**config.mk**
```make
export PLATFORM = sky130hd
export DESIGN_NAME = prio_bus_arbiter
export DESIGN_NICKNAME = d
export VERILOG_FILES = /design/src/rtl/arb_pkg.sv /design/src/rtl/arb_prio_pick.sv /design/src/rtl/arb_handover_fsm.sv /design/src/rtl/arb_grant_drive.sv /design/src/rtl/prio_bus_arbiter.sv
export SDC_FILE = /design/constraint.sdc
export NUM_CORES = 1
export LEC_CHECK = 0
export ABC_AREA = 1
export CORE_AREA = 4 4 41 43
export DETAILED_ROUTE_END_ITERATION = 16
export DIE_AREA = 0 0 45 47
export DONT_BUFFER_PORTS = 1
export GPL_TIMING_DRIVEN = 0
export PLACE_DENSITY = 0.43
export SYNTH_ARGS = -nofsm -noshare
export SYNTH_HDL_FRONTEND = slang
export SYNTH_SLANG_ARGS = --single-unit
export TNS_END_PERCENT = 1
```
**constraint.sdc**
```tcl
create_clock -name clk -period 1.4 [get_ports clk]
set_input_delay 0.35 -clock clk [delete_from_list [all_inputs] [get_ports clk]]
set_output_delay 0.35 -clock clk [all_outputs]
set_load 0.02 [all_outputs]
```
**src/rtl/arb_pkg.sv**
```systemverilog
package arb_pkg;

    typedef enum logic [1:0] {
        ST_OWN     = 2'd0,
        ST_RELEASE = 2'd1,
        ST_GAP     = 2'd2
    } arb_state_e;

endpackage

```
**src/rtl/arb_prio_pick.sv**
```systemverilog
// Fixed-priority picker: the lowest set index wins.
module arb_prio_pick #(
    parameter int N_MASTERS = 4,
    parameter int IDX_W     = (N_MASTERS > 1) ? $clog2(N_MASTERS) : 1
) (
    input  logic [N_MASTERS-1:0] req_i,
    output logic                 valid_o,
    output logic [IDX_W-1:0]     idx_o
);

    logic [N_MASTERS-1:0] lower_any;
    logic [N_MASTERS-1:0] first_hot;

    // lower_any[i] is 1 when any master below i is requesting
    generate
        for (genvar g = 0; g < N_MASTERS; g++) begin : g_chain
            if (g == 0) begin : g_base
                assign lower_any[g] = 1'b0;
            end else begin : g_link
                assign lower_any[g] = lower_any[g-1] | req_i[g-1];
            end
            assign first_hot[g] = req_i[g] & ~lower_any[g];
        end
    endgenerate

    always_comb begin
        idx_o = '0;
        for (int i = 0; i < N_MASTERS; i++) begin
            if (first_hot[i]) idx_o = IDX_W'(i);
        end
    end

    assign valid_o = |req_i;

    always_comb begin
        if (valid_o) begin
            a_pick_onehot_r3: assert ($onehot(first_hot));
            a_pick_lowest_r3: assert (req_i[idx_o] && ((req_i & ((N_MASTERS'(1) << idx_o) - N_MASTERS'(1))) == '0));
        end
    end

endmodule

```
**src/rtl/arb_handover_fsm.sv**
```systemverilog
// Ownership state machine: OWN -> RELEASE -> GAP -> OWN.
module arb_handover_fsm
    import arb_pkg::*;
#(
    parameter int N_MASTERS = 4,
    parameter int IDX_W     = (N_MASTERS > 1) ? $clog2(N_MASTERS) : 1
) (
    input  logic             clk,
    input  logic             rst_n,
    input  logic             win_valid_i,
    input  logic [IDX_W-1:0] win_idx_i,
    input  logic             bus_busy_i,
    input  logic             lock_i,
    input  logic             lock_end_i,
    output logic             grant_en_o,
    output logic [IDX_W-1:0] owner_o
);

    arb_state_e       state_q, state_d;
    logic [IDX_W-1:0] owner_q, owner_d;
    logic             lock_hold;
    logic             handover;

    assign lock_hold = lock_i & ~lock_end_i;
    assign handover  = win_valid_i && (win_idx_i != owner_q) && !lock_hold;

    // State register
    always_ff @(posedge clk) begin
        if (!rst_n) begin
            state_q <= ST_OWN;
            owner_q <= '0;
        end else begin
            state_q <= state_d;
            owner_q <= owner_d;
        end
    end

    // Next state
    always_comb begin
        state_d = state_q;
        owner_d = owner_q;
        unique case (state_q)
            ST_OWN: begin
                if (handover) state_d = ST_RELEASE;
            end
            ST_RELEASE: begin
                if (!bus_busy_i) state_d = ST_GAP;
            end
            ST_GAP: begin
                state_d = ST_OWN;
                if (win_valid_i) owner_d = win_idx_i;
            end
            default: begin
                state_d = ST_OWN;
            end
        endcase
    end

    // Outputs
    always_comb begin
        grant_en_o = 1'b0;
        unique case (state_q)
            ST_OWN:     grant_en_o = 1'b1;
            ST_RELEASE: grant_en_o = 1'b0;
            ST_GAP:     grant_en_o = 1'b0;
            default:    grant_en_o = 1'b0;
        endcase
    end

    assign owner_o = owner_q;

    p_drop_next_r6: assert property (@(posedge clk) disable iff (!rst_n)
        (state_q == ST_OWN && handover) |=> !grant_en_o);

    p_busy_stall_r7: assert property (@(posedge clk) disable iff (!rst_n)
        (state_q == ST_RELEASE && bus_busy_i) |=> (state_q == ST_RELEASE));

    p_owner_lock_r4: assert property (@(posedge clk) disable iff (!rst_n)
        (state_q == ST_OWN && lock_hold) |=> (state_q == ST_OWN && $stable(owner_q)));

endmodule

```
**src/rtl/arb_grant_drive.sv**
```systemverilog
// Decodes the owner index into one grant line per master.
module arb_grant_drive #(
    parameter int N_MASTERS = 4,
    parameter int IDX_W     = (N_MASTERS > 1) ? $clog2(N_MASTERS) : 1
) (
    input  logic                 en_i,
    input  logic [IDX_W-1:0]     idx_i,
    output logic [N_MASTERS-1:0] grant_o
);

    generate
        for (genvar g = 0; g < N_MASTERS; g++) begin : g_line
            assign grant_o[g] = en_i && (idx_i == IDX_W'(g));
        end
    endgenerate

endmodule

```
**src/rtl/prio_bus_arbiter.sv**
```systemverilog
module prio_bus_arbiter #(
    parameter int N_MASTERS = 4
) (
    input  logic                 clk,
    input  logic                 rst_n,
    input  logic [N_MASTERS-1:0] req_i,
    input  logic                 bus_busy_i,
    input  logic                 lock_i,
    input  logic                 lock_end_i,
    output logic [N_MASTERS-1:0] grant_o
);

    localparam int IDX_W = (N_MASTERS > 1) ? $clog2(N_MASTERS) : 1;

    logic             win_valid;
    logic [IDX_W-1:0] win_idx;
    logic             grant_en;
    logic [IDX_W-1:0] owner;

    arb_prio_pick #(.N_MASTERS(N_MASTERS), .IDX_W(IDX_W)) u_pick (
        .req_i   (req_i),
        .valid_o (win_valid),
        .idx_o   (win_idx)
    );

    arb_handover_fsm #(.N_MASTERS(N_MASTERS), .IDX_W(IDX_W)) u_fsm (
        .clk         (clk),
        .rst_n       (rst_n),
        .win_valid_i (win_valid),
        .win_idx_i   (win_idx),
        .bus_busy_i  (bus_busy_i),
        .lock_i      (lock_i),
        .lock_end_i  (lock_end_i),
        .grant_en_o  (grant_en),
        .owner_o     (owner)
    );

    arb_grant_drive #(.N_MASTERS(N_MASTERS), .IDX_W(IDX_W)) u_drive (
        .en_i    (grant_en),
        .idx_i   (owner),
        .grant_o (grant_o)
    );

    p_onehot_grant_r2: assert property (@(posedge clk) disable iff (!rst_n)
        $onehot0(grant_o));

    p_lock_stable_r4: assert property (@(posedge clk) disable iff (!rst_n)
        (lock_i && !lock_end_i && grant_o != '0) |=> (grant_o == $past(grant_o)));

    p_idle_gap_r8: assert property (@(posedge clk) disable iff (!rst_n)
        (grant_o != '0 && $past(grant_o) == '0) |->
            ($past(bus_busy_i, 2) == 1'b0 && $past(grant_o, 2) == '0));

    p_park_r9: assert property (@(posedge clk) disable iff (!rst_n)
        (grant_o != '0 && (req_i & ~grant_o) == '0) |=> (grant_o == $past(grant_o)));

endmodule

```
==> results_dict.tcl, run 1 <==
set metrics [dict create \
    syn-instance-count 47 \
    cp.required_ns 1.05 \
    fin_worst_skew_ns 0.0005795 \
    worst_slew_margin_rel_pct 82.30 \
    drt_pass1_iterations 2 \
    synth-compound-area-share_pct 10.71 \
    power.total_w 0.0003348 \
    io_pins 13 \
    die_height_um 47 \
    dp_slack_ns -0.02804 \
    crit_slowest_cell "dfxtp_2" \
    syn_to_final_growth_pct 39.73 \
    syn_avg_cell_area_sq_um 5.963 \
    port_buffers 0 \
    via_per_inst 4.439 \
    die-area_sq_mm 0.002115 \
    wl_per_cell_um 9.500 \
    hold_violations 0 \
    crit_path_max_incr_delay_ns 0.32 \
    std_cell_rows 13 \
    vias 293 \
    report.final.slew_viol_count 0 \
    p_leak_nw 0.1655 \
    holdBufCountCts 0 \
    worst_setup_path_end_kind "primary output" \
    seq_area_frac_synth_pct 28.57 \
    critPathLaunchType "register" \
    p_per_area_mw_per_mm2 854.8 \
    tightest_slew_ns 0.2646 \
    cts_buffers 3 \
    fmax_mhz 744.0 \
    stdcell_area_sq_um 391.6 \
    postRouteAntennaNets 0 \
    routabilityCongestion 0.6420 \
    synth-adder-area-share_pct 0 \
    clk_latency_ns 0.23 \
    synth_fp_nets 56 \
    cts-root-buf "clkbuf_4" \
    grt_max_degree 6 \
    crit_chain "nor2_4, inv_4, nor3_4" \
    reg2reg_setup_slack_ns 0.37 \
    worstPathMaxFanout 4 \
    cpLargestDelayFamily "simple AND/OR/NAND/NOR gates" \
    yosysWarnings 0 \
    syn_area_sq_um 280.3 \
    ys_types 13 \
    worstReg2RegEnd "u_fsm.state_q[0]" \
    die_w_um 45 \
    htree_levels 1 \
    cts_sinks 4 \
    synthXorXnorAreaFrac_pct 0 \
    dp_hpwl_um 522.2 \
    grt_antenna_before_repair 0 \
    worst_ep_arrival_time_ns 0.99 \
    grt_util_all_layers_pct 8.782 \
    cts_tree "built" \
    startpoint "u_fsm.state_q[1]" \
    fin_crit_sh_pct 96.00 \
    fillers 153 \
    final_layout_size_suffix_gt1_share_pct 39.22 \
    ff2ff_path_depth 6 \
    grt.overflow.total 0 \
    path_clk_slew_ns 0.04 \
    fin_util_pct 30.10 \
    grt_pass1_wl_mm 1.262 \
    crit_buf_inv 1 \
    layout.nets 62 \
    critical_path_class "register to primary output" \
    diodes 0 \
    grt_pass1_vias 310 \
    endpoint "grant_o[2]" \
    dpl_cell_area_sq_um 299.0 \
    setup_viol 0 \
    drt-initial-drc-count 3 \
    final.min_clock_period_ns 1.344 \
    worst_slack_ns 0.05597 \
    start_util_pct 21.54 \
    status "finished clean" \
    synth_top_family_by_area "simple AND/OR/NAND/NOR gates" \
    rsz0062_at_grt "true" \
    crit_cells 3 \
    synth-simple-area-share_pct 47.32 \
    muxShareOfSynthArea_pct 0 \
    finalWirelength_um 627 \
    drc 0 \
    vdd_ir_drop_max_mv 0.4786 \
    hp-class "input port to register" \
    fin_hold_ws_ns 0.1840 \
    rr_startpoint "u_fsm.state_q[1]" \
    cap_violations 0 \
    core_area_sq_mm 0.001301 \
    clockBufferDepth 2 \
    synth.ff_latch_count 4 \
]
## power breakdown
group          switching [W]  leakage (nW)  internal, W
Combinational      0.0000433         0.117    0.0000253
Clock              0.0000478        0.0138    0.0000959
Sequential        0.00000623        0.0349     0.000116
## logic make-up (layout without fill, tap and decap cells)
group | after synthesis | after routing
buffers and inverters | 10 | 14
AOI/OAI and AO/OA | 5 | 5
and+or+nand+nor | 28 | 28
DFF | 4 | 4
## per-layer routing
layer / track usage [%] / routed length [um] / vias to the layer above
met1: 9.361 / 284 / 125
met3: 6.513 / 66 / 0
li1: - / - / 156
met5: 0 / 0 / -
met4: 3.509 / 0 / 0
met2: 13.28 / 276 / 12
## state kept, by name, indices dropped and copies added, names as in the netlist
signal / flops
u_fsm.state_q: 2
u_fsm.owner_o: 2
## synthesized netlist by cell type
library cell  count  area (sq um)
nand2_1           9         33.78
nor2_2            1         6.260
a21oi_1           2         10.01
dfxtp_1           4         80.08
a21oi_2           1         8.760
nand3_1           5         25.02
nand2_2           2         12.51
nor2_1            5         18.77
a31oi_1           1         6.260
inv_1            10         37.54
nor2_4            1         11.26
nor3_1            5         25.02
o21ai_1           1         5.000
## metrics by stage
step                      TNS (ns)  cells
after floorplan                  0     47
after global placement    -0.06467     62
after detailed placement  -0.09876     62
after CTS                 -0.01014     66
after global routing      -0.05921     66
final                            0     66
## cell usage in the layout, fill, tap and decap left out, drive strengths merged
master / instances
clkbuf: 3
nand3: 5
a31oi: 1
a21oi: 3
buf: 1
nor3: 5
dfxtp: 4
nor2: 7
o21ai: 1
nand2: 11
inv: 10
## area by class of cell
type | instances | area, sq um | area share [%]
clock buffers | 3 | 22.52 | 5.751
inverters | 10 | 40.04 | 10.22
multi-input cells | 33 | 212.7 | 54.31
flip-flops and latches | 4 | 90.09 | 23.00
well taps | 15 | 18.77 | 4.792
repair buffers | 1 | 7.507 | 1.917
## worst register-to-register path, stage by stage (launching register included)
cell and delay [ns]:
dfxtp_2 0.32, nor2_4 0.14, buf_4 0.12, o21ai_1 0.05
a31oi_1 0.13, nand2_1 0.09, a21oi_2 0.10
## worst min-delay path by stage
stage	start	end	slack (ns)	cells after the start
2_1_floorplan	bus_busy_i	u_fsm.state_q[1]	0.43	1
3_3_place_gp	bus_busy_i	u_fsm.state_q[1]	0.43	1
3_5_place_dp	bus_busy_i	u_fsm.state_q[1]	0.43	1
4_1_cts	bus_busy_i	u_fsm.state_q[1]	0.18	1
5_1_grt	bus_busy_i	u_fsm.state_q[1]	0.18	1
6_report	bus_busy_i	u_fsm.state_q[1]	0.18	1
## timing repair
item	in CTS	in global routing
endpoints found under the setup margin	4	4
gates resized for setup	17	2
pin swaps	4	2
buffers inserted	1	0
gates cloned	0	0
Power figures use the tool's default switching activity.
==> inputs of run 2 (changes only) <==
--- a/config.mk
+++ b/config.mk
@@ -6,12 +6,12 @@
 export NUM_CORES = 1
 export LEC_CHECK = 0
 export ABC_AREA = 1
+export BUFFER_PORTS_ARGS = -buffer_cell sky130_fd_sc_hd__buf_4
 export CORE_AREA = 4 4 41 43
 export DETAILED_ROUTE_END_ITERATION = 16
 export DIE_AREA = 0 0 45 47
-export DONT_BUFFER_PORTS = 1
 export GPL_TIMING_DRIVEN = 0
-export PLACE_DENSITY = 0.43
+export PLACE_DENSITY = 0.51
 export SYNTH_ARGS = -nofsm -noshare
 export SYNTH_HDL_FRONTEND = slang
 export SYNTH_SLANG_ARGS = --single-unit
==> results_dict.tcl, run 2 (synthesis gave the netlist of run 1 again) <==
set metrics [dict create \
    p_leak_nw 0.2154 \
    vdd_ir_drop_max_mv 0.4276 \
    fin_crit_sh_pct 96.46 \
    io_pins 13 \
    die_height_um 47 \
    drt_pass1_iterations 1 \
    holdBufCountCts 0 \
    fin_setup_tns_ns 0 \
    hold_start "bus_busy_i" \
    grt_use_met3_pct 3.448 \
    path_clk_slew_ns 0.04 \
    holdPathEnd "u_fsm.state_q[1]" \
    fmax_mhz 740.5 \
    via_per_inst 4.141 \
    fin_worst_skew_ns 0.003397 \
    worstPathMaxFanout 5 \
    diodes 0 \
    hold_violations 0 \
    p_int_w 0.0002549 \
    grt_pass1_vias 291 \
    grt_use_met1_pct 7.273 \
    die_w_um 45 \
    fillers 160 \
    use_met2_pct 10.45 \
    dp_hpwl_um 509.7 \
    drt-initial-drc-count 0 \
    syn_to_final_growth_pct 61.16 \
    cts-root-buf "clkbuf_4" \
    clk_latency_ns 0.23 \
    worst_ep_arrival_time_ns 1.00 \
    fin_util_pct 34.71 \
    cap_violations 0 \
    cts_buffers 3 \
    grt.overflow.total 0 \
    reg2reg_setup_slack_ns 0.42 \
    final_cell_mix "13 x buf_4, 9 x inv_1, 9 x nand2_1, 5 x nand3_1, 5 x nor2_1" \
    tightest_slew_ns 0.1431 \
    worst_setup_path_end_kind "primary output" \
    die-area_sq_mm 0.002115 \
    layout.nets 74 \
    busiest_layer "met2" \
    rsz0062_at_grt "true" \
    core_area_sq_mm 0.001301 \
    power.share.combinational_pct 24.2 \
    multi_input_area_sq_um 187.7 \
    grt_max_degree 6 \
    rr_startpoint "u_fsm.state_q[1]" \
    grt_util_all_layers_pct 6.872 \
    layout_commonest_cell "buf_4" \
    final.min_clock_period_ns 1.350 \
    finalWirelength_um 624 \
    grt_antenna_before_repair 0 \
    cts_sinks 4 \
    std_cell_rows 13 \
    cp.required_ns 1.05 \
    pwr-share-clk_pct 40.3 \
    seq_area_sq_um 87.58 \
    power.switching_w 0.00009333 \
    ff2ff_path_depth 6 \
    status "finished clean" \
    critPathLaunchType "register" \
    grt_pass1_wl_mm 1.000 \
    start_util_pct 21.54 \
    wl_per_cell_um 8.000 \
    report.final.slew_viol_count 0 \
    worst_slew_margin_rel_pct 90.39 \
    postRouteAntennaNets 0 \
    switching_share_pct 26.80 \
    drc 0 \
    hp-class "input port to register" \
    htree_levels 1 \
    p_seq_share_pct 35.5 \
    port_buffers 12 \
    routabilityCongestion 0.6856 \
    holdPathStages 2 \
    critical_path_class "register to primary output" \
    vias 323 \
    setup_viol 0 \
    cts_tree "built" \
    worstReg2RegEnd "u_fsm.state_q[0]" \
    final_layout_size_suffix_gt1_share_pct 47.62 \
    clockBufferDepth 2 \
    p_per_area_mw_per_mm2 770.9 \
]
run 2: cell types whose count changed in the layout (fill, tap and decap cells not counted):
cell | previous run | this run
buf_4 | 1 | 13
dfxtp_2 | 2 | 3
dfxtp_4 | 2 | 1
inv_1 | 7 | 9
inv_2 | 2 | 1
inv_4 | 1 | 0
nor3_2 | 0 | 4
nor3_4 | 4 | 0
run 2: routing by layer:
| layer | vias to the layer above | wire [um] |
|---|---|---|
| li1 | 182 | - |
| met1 | 129 | 276 |
| met2 | 10 | 281 |
| met3 | 2 | 46 |
| met4 | 0 | 20 |
| met5 | - | 0 |
run 2: how the worst max path moves through the flow:
stage | end | cells past startpoint | slack [ns] | from
finish | grant_o[1] | 3 | 0.05 | u_fsm.owner_o[0]
floorplan | grant_o[0] | 3 | 0.09 | u_fsm.state_q[0]
CTS | grant_o[2] | 4 | -0.02 | u_fsm.state_q[0]
global route | grant_o[1] | 4 | -0.03 | u_fsm.state_q[1]
detailed placement | grant_o[0] | 4 | 0.21 | u_fsm.state_q[0]
global placement | grant_o[2] | 4 | 0.22 | u_fsm.state_q[0]
run 2: through the flow:
step	setup slack, ns	instances	instance area, sq um	hold WS (ns)	power, W
6_report	0.04951	78	451.7	0.2774	0.0003482
5_1_grt	-0.02850	78	451.7	0.2629	0.0003820
4_1_cts	-0.01653	78	431.7	0.2754	0.0003551
3_5_place_dp	0.2087	74	389.1	0.4783	0.0002008
3_3_place_gp	0.2181	74	389.1	0.4743	0.0002012
2_1_floorplan	0.09465	47	280.3	0.4266	0.0001683
run 2: area by class of cell:
class / instances / area share (%)
repair buffers: 13 / 21.61
clock buffers: 3 / 4.986
well taps: 15 / 4.155
flip-flops and latches: 4 / 19.39
multi-input cells: 33 / 41.55
inverters: 10 / 8.310
run 2: what timing repair did:
action | in CTS | in global routing
endpoints found under the setup margin | 4 | 4
setup buffers | 1 | 0
pin swaps | 1 | 0
resized for setup | 5 | 6
run 2: power groups by stage:
stage,clock network (W),logic [W],registers [W]
floorplan,0,0.0000443,0.000124
global placement,0,0.0000766,0.000125
detailed placement,0,0.0000762,0.000125
CTS,0.000149,0.0000833,0.000123
global route,0.000162,0.0000957,0.000124
finish,0.000140,0.0000843,0.000124
run 2: critical path: stages (launching register included):
cell and delay [ns]:
dfxtp_2 0.36, inv_1 0.09, nor3_2 0.16, buf_4 0.16
==> inputs of run 3 (changes only) <==
--- a/config.mk
+++ b/config.mk
@@ -7,11 +7,13 @@
 export LEC_CHECK = 0
 export ABC_AREA = 1
 export BUFFER_PORTS_ARGS = -buffer_cell sky130_fd_sc_hd__buf_4
-export CORE_AREA = 4 4 41 43
+export CELL_PAD_IN_SITES_DETAIL_PLACEMENT = 1
+export CELL_PAD_IN_SITES_GLOBAL_PLACEMENT = 2
+export CORE_AREA = 4 4 43 45
 export DETAILED_ROUTE_END_ITERATION = 16
-export DIE_AREA = 0 0 45 47
+export DIE_AREA = 0 0 47 49
 export GPL_TIMING_DRIVEN = 0
-export PLACE_DENSITY = 0.51
+export PLACE_DENSITY = 0.78
 export SYNTH_ARGS = -nofsm -noshare
 export SYNTH_HDL_FRONTEND = slang
 export SYNTH_SLANG_ARGS = --single-unit
==> results_dict.tcl, run 3 (synthesis gave the netlist of run 1 again) <==
set metrics [dict create \
    status "finished, violations left" \
    violations "setup timing" \
    dp_hpwl_um 626.2 \
    cap_violations 0 \
    worst_setup_path_end_kind "primary output" \
    setup_viol 1 \
    p_per_area_mw_per_mm2 757.1 \
    cts_sinks 4 \
    core_area_sq_mm 0.001471 \
    io_pins 13 \
    critical_path_class "register to primary output" \
    clk_latency_ns 0.23 \
    dp_slack_ns 0.1977 \
    die-area_sq_mm 0.002303 \
    postRouteAntennaNets 0 \
    rsz0062_at_grt "true" \
    stdcell_area_sq_um 464.2 \
    p_int_w 0.0002563 \
    die_w_um 47 \
    fin_cells 79 \
    die_height_um 49 \
    drt_pass1_iterations 1 \
    worst_slack_ns -0.01501 \
    grt.overflow.total 0 \
    vdd_ir_drop_max_mv 0.3562 \
    dpl_cell_area_sq_um 390.4 \
    p_seq_share_pct 35.2 \
    report.final.slew_viol_count 0 \
    cp.required_ns 1.05 \
    final_cell_mix "12 x buf_4, 9 x inv_1, 9 x nand2_1, 5 x nand3_1, 5 x nor2_1" \
    tightest_slew_ns 0.1618 \
    cts_buffers 3 \
    power.share.combinational_pct 25.8 \
    wl_per_cell_um 9.456 \
    syn_to_final_growth_pct 65.62 \
    htree_levels 1 \
    port_buffers 12 \
    start_util_pct 19.05 \
    grt_pass1_wl_mm 1.159 \
    fmax_mhz 706.7 \
    routabilityCongestion 0.6341 \
    fin_hold_ws_ns 0.2909 \
    worst_ep_arrival_time_ns 1.07 \
    path_clk_slew_ns 0.04 \
    critPathLaunchType "register" \
    vias 326 \
    final.min_clock_period_ns 1.415 \
    fin_util_pct 31.55 \
    switching_share_pct 27.07 \
    fin_worst_skew_ns 0.001142 \
    grt_pass1_vias 315 \
    worstPathMaxFanout 4 \
    cts_tree "built" \
    fin_crit_sh_pct 101.1 \
    layout_commonest_cell "buf_4" \
    grt_antenna_before_repair 0 \
    p_leak_nw 0.2160 \
    pwr-share-clk_pct 39.0 \
    layout.nets 74 \
    power.switching_w 0.00009514 \
    hold_violations 0 \
    grt_util_all_layers_pct 6.821 \
    hp-class "input port to register" \
    diodes 0 \
    worst_slew_margin_rel_pct 89.20 \
    drt-initial-drc-count 0 \
    grt_max_degree 6 \
    clockBufferDepth 2 \
    placed_cells 75 \
    std_cell_rows 14 \
    cts-root-buf "clkbuf_4" \
    final_layout_size_suffix_gt1_share_pct 46.03 \
    via_per_inst 4.127 \
    finalWirelength_um 747 \
    drc 0 \
]
run 3: cell counts in the layout (fill, tap and decap cells not counted):
No cell type changed its count.
run 3: worst paths after layout:
| kind | end | cells past startpoint | slack (ns) | from |
|---|---|---|---|---|
| worst max-delay path | grant_o[2] | 4 | -0.02 | u_fsm.state_q[0] |
| worst min-delay path | u_fsm.state_q[1] | 2 | 0.29 | bus_busy_i |
| worst max register to register | u_fsm.state_q[0] | 6 | 0.36 | u_fsm.state_q[0] |
| worst min register to register | u_fsm.state_q[1] | 2 | 0.48 | u_fsm.state_q[0] |
run 3: area by class of cell:
type,instances,area [sq um]
Fill cell,197,1007
Tap cell,16,20.02
Timing Repair Buffer,13,101.3
Multi-Input combinational cell,33,193.9
Sequential cell,4,86.33
Inverter,10,40.04
Clock buffer,3,22.52
run 3: worst max-delay path: stages (launching register included):
cell and delay [ns]:
dfxtp_2 0.33, nor2_4 0.14, inv_4 0.06, nor3_4 0.16, buf_6 0.14
run 3: what timing repair did:
item,in CTS,in global routing
endpoints found under the setup margin,4,4
pin swaps,1,2
gates resized for setup,4,9
hold endpoints to repair,0,0
buffers inserted,0,1
hold buffers,0,0
run 3: layer usage:
metal | up-vias | GRT usage, % | part of all wire (%)
met5 | - | 0 | 0
met4 | 0 | 5.530 | 0
met2 | 7 | 10.41 | 50
li1 | 180 | - | -
met1 | 139 | 7.659 | 42
met3 | 0 | 1.476 | 7.6
run 3: through the flow:
step                      setup TNS (ns)  power [W]
after floorplan                        0  0.0001683
after global placement                 0  0.0002020
after detailed placement               0  0.0002035
after CTS                       -0.06646  0.0003492
after global routing             -0.1398  0.0003700
final                           -0.01501  0.0003514
run 3: power groups by stage:
stage | logic (W) | clock network (W) | registers, W
floorplan | 0.0000443 | 0 | 0.000124
global placement | 0.0000772 | 0 | 0.000125
detailed placement | 0.0000787 | 0 | 0.000125
CTS | 0.0000808 | 0.000145 | 0.000123
global route | 0.000101 | 0.000145 | 0.000124
finish | 0.0000907 | 0.000137 | 0.000124
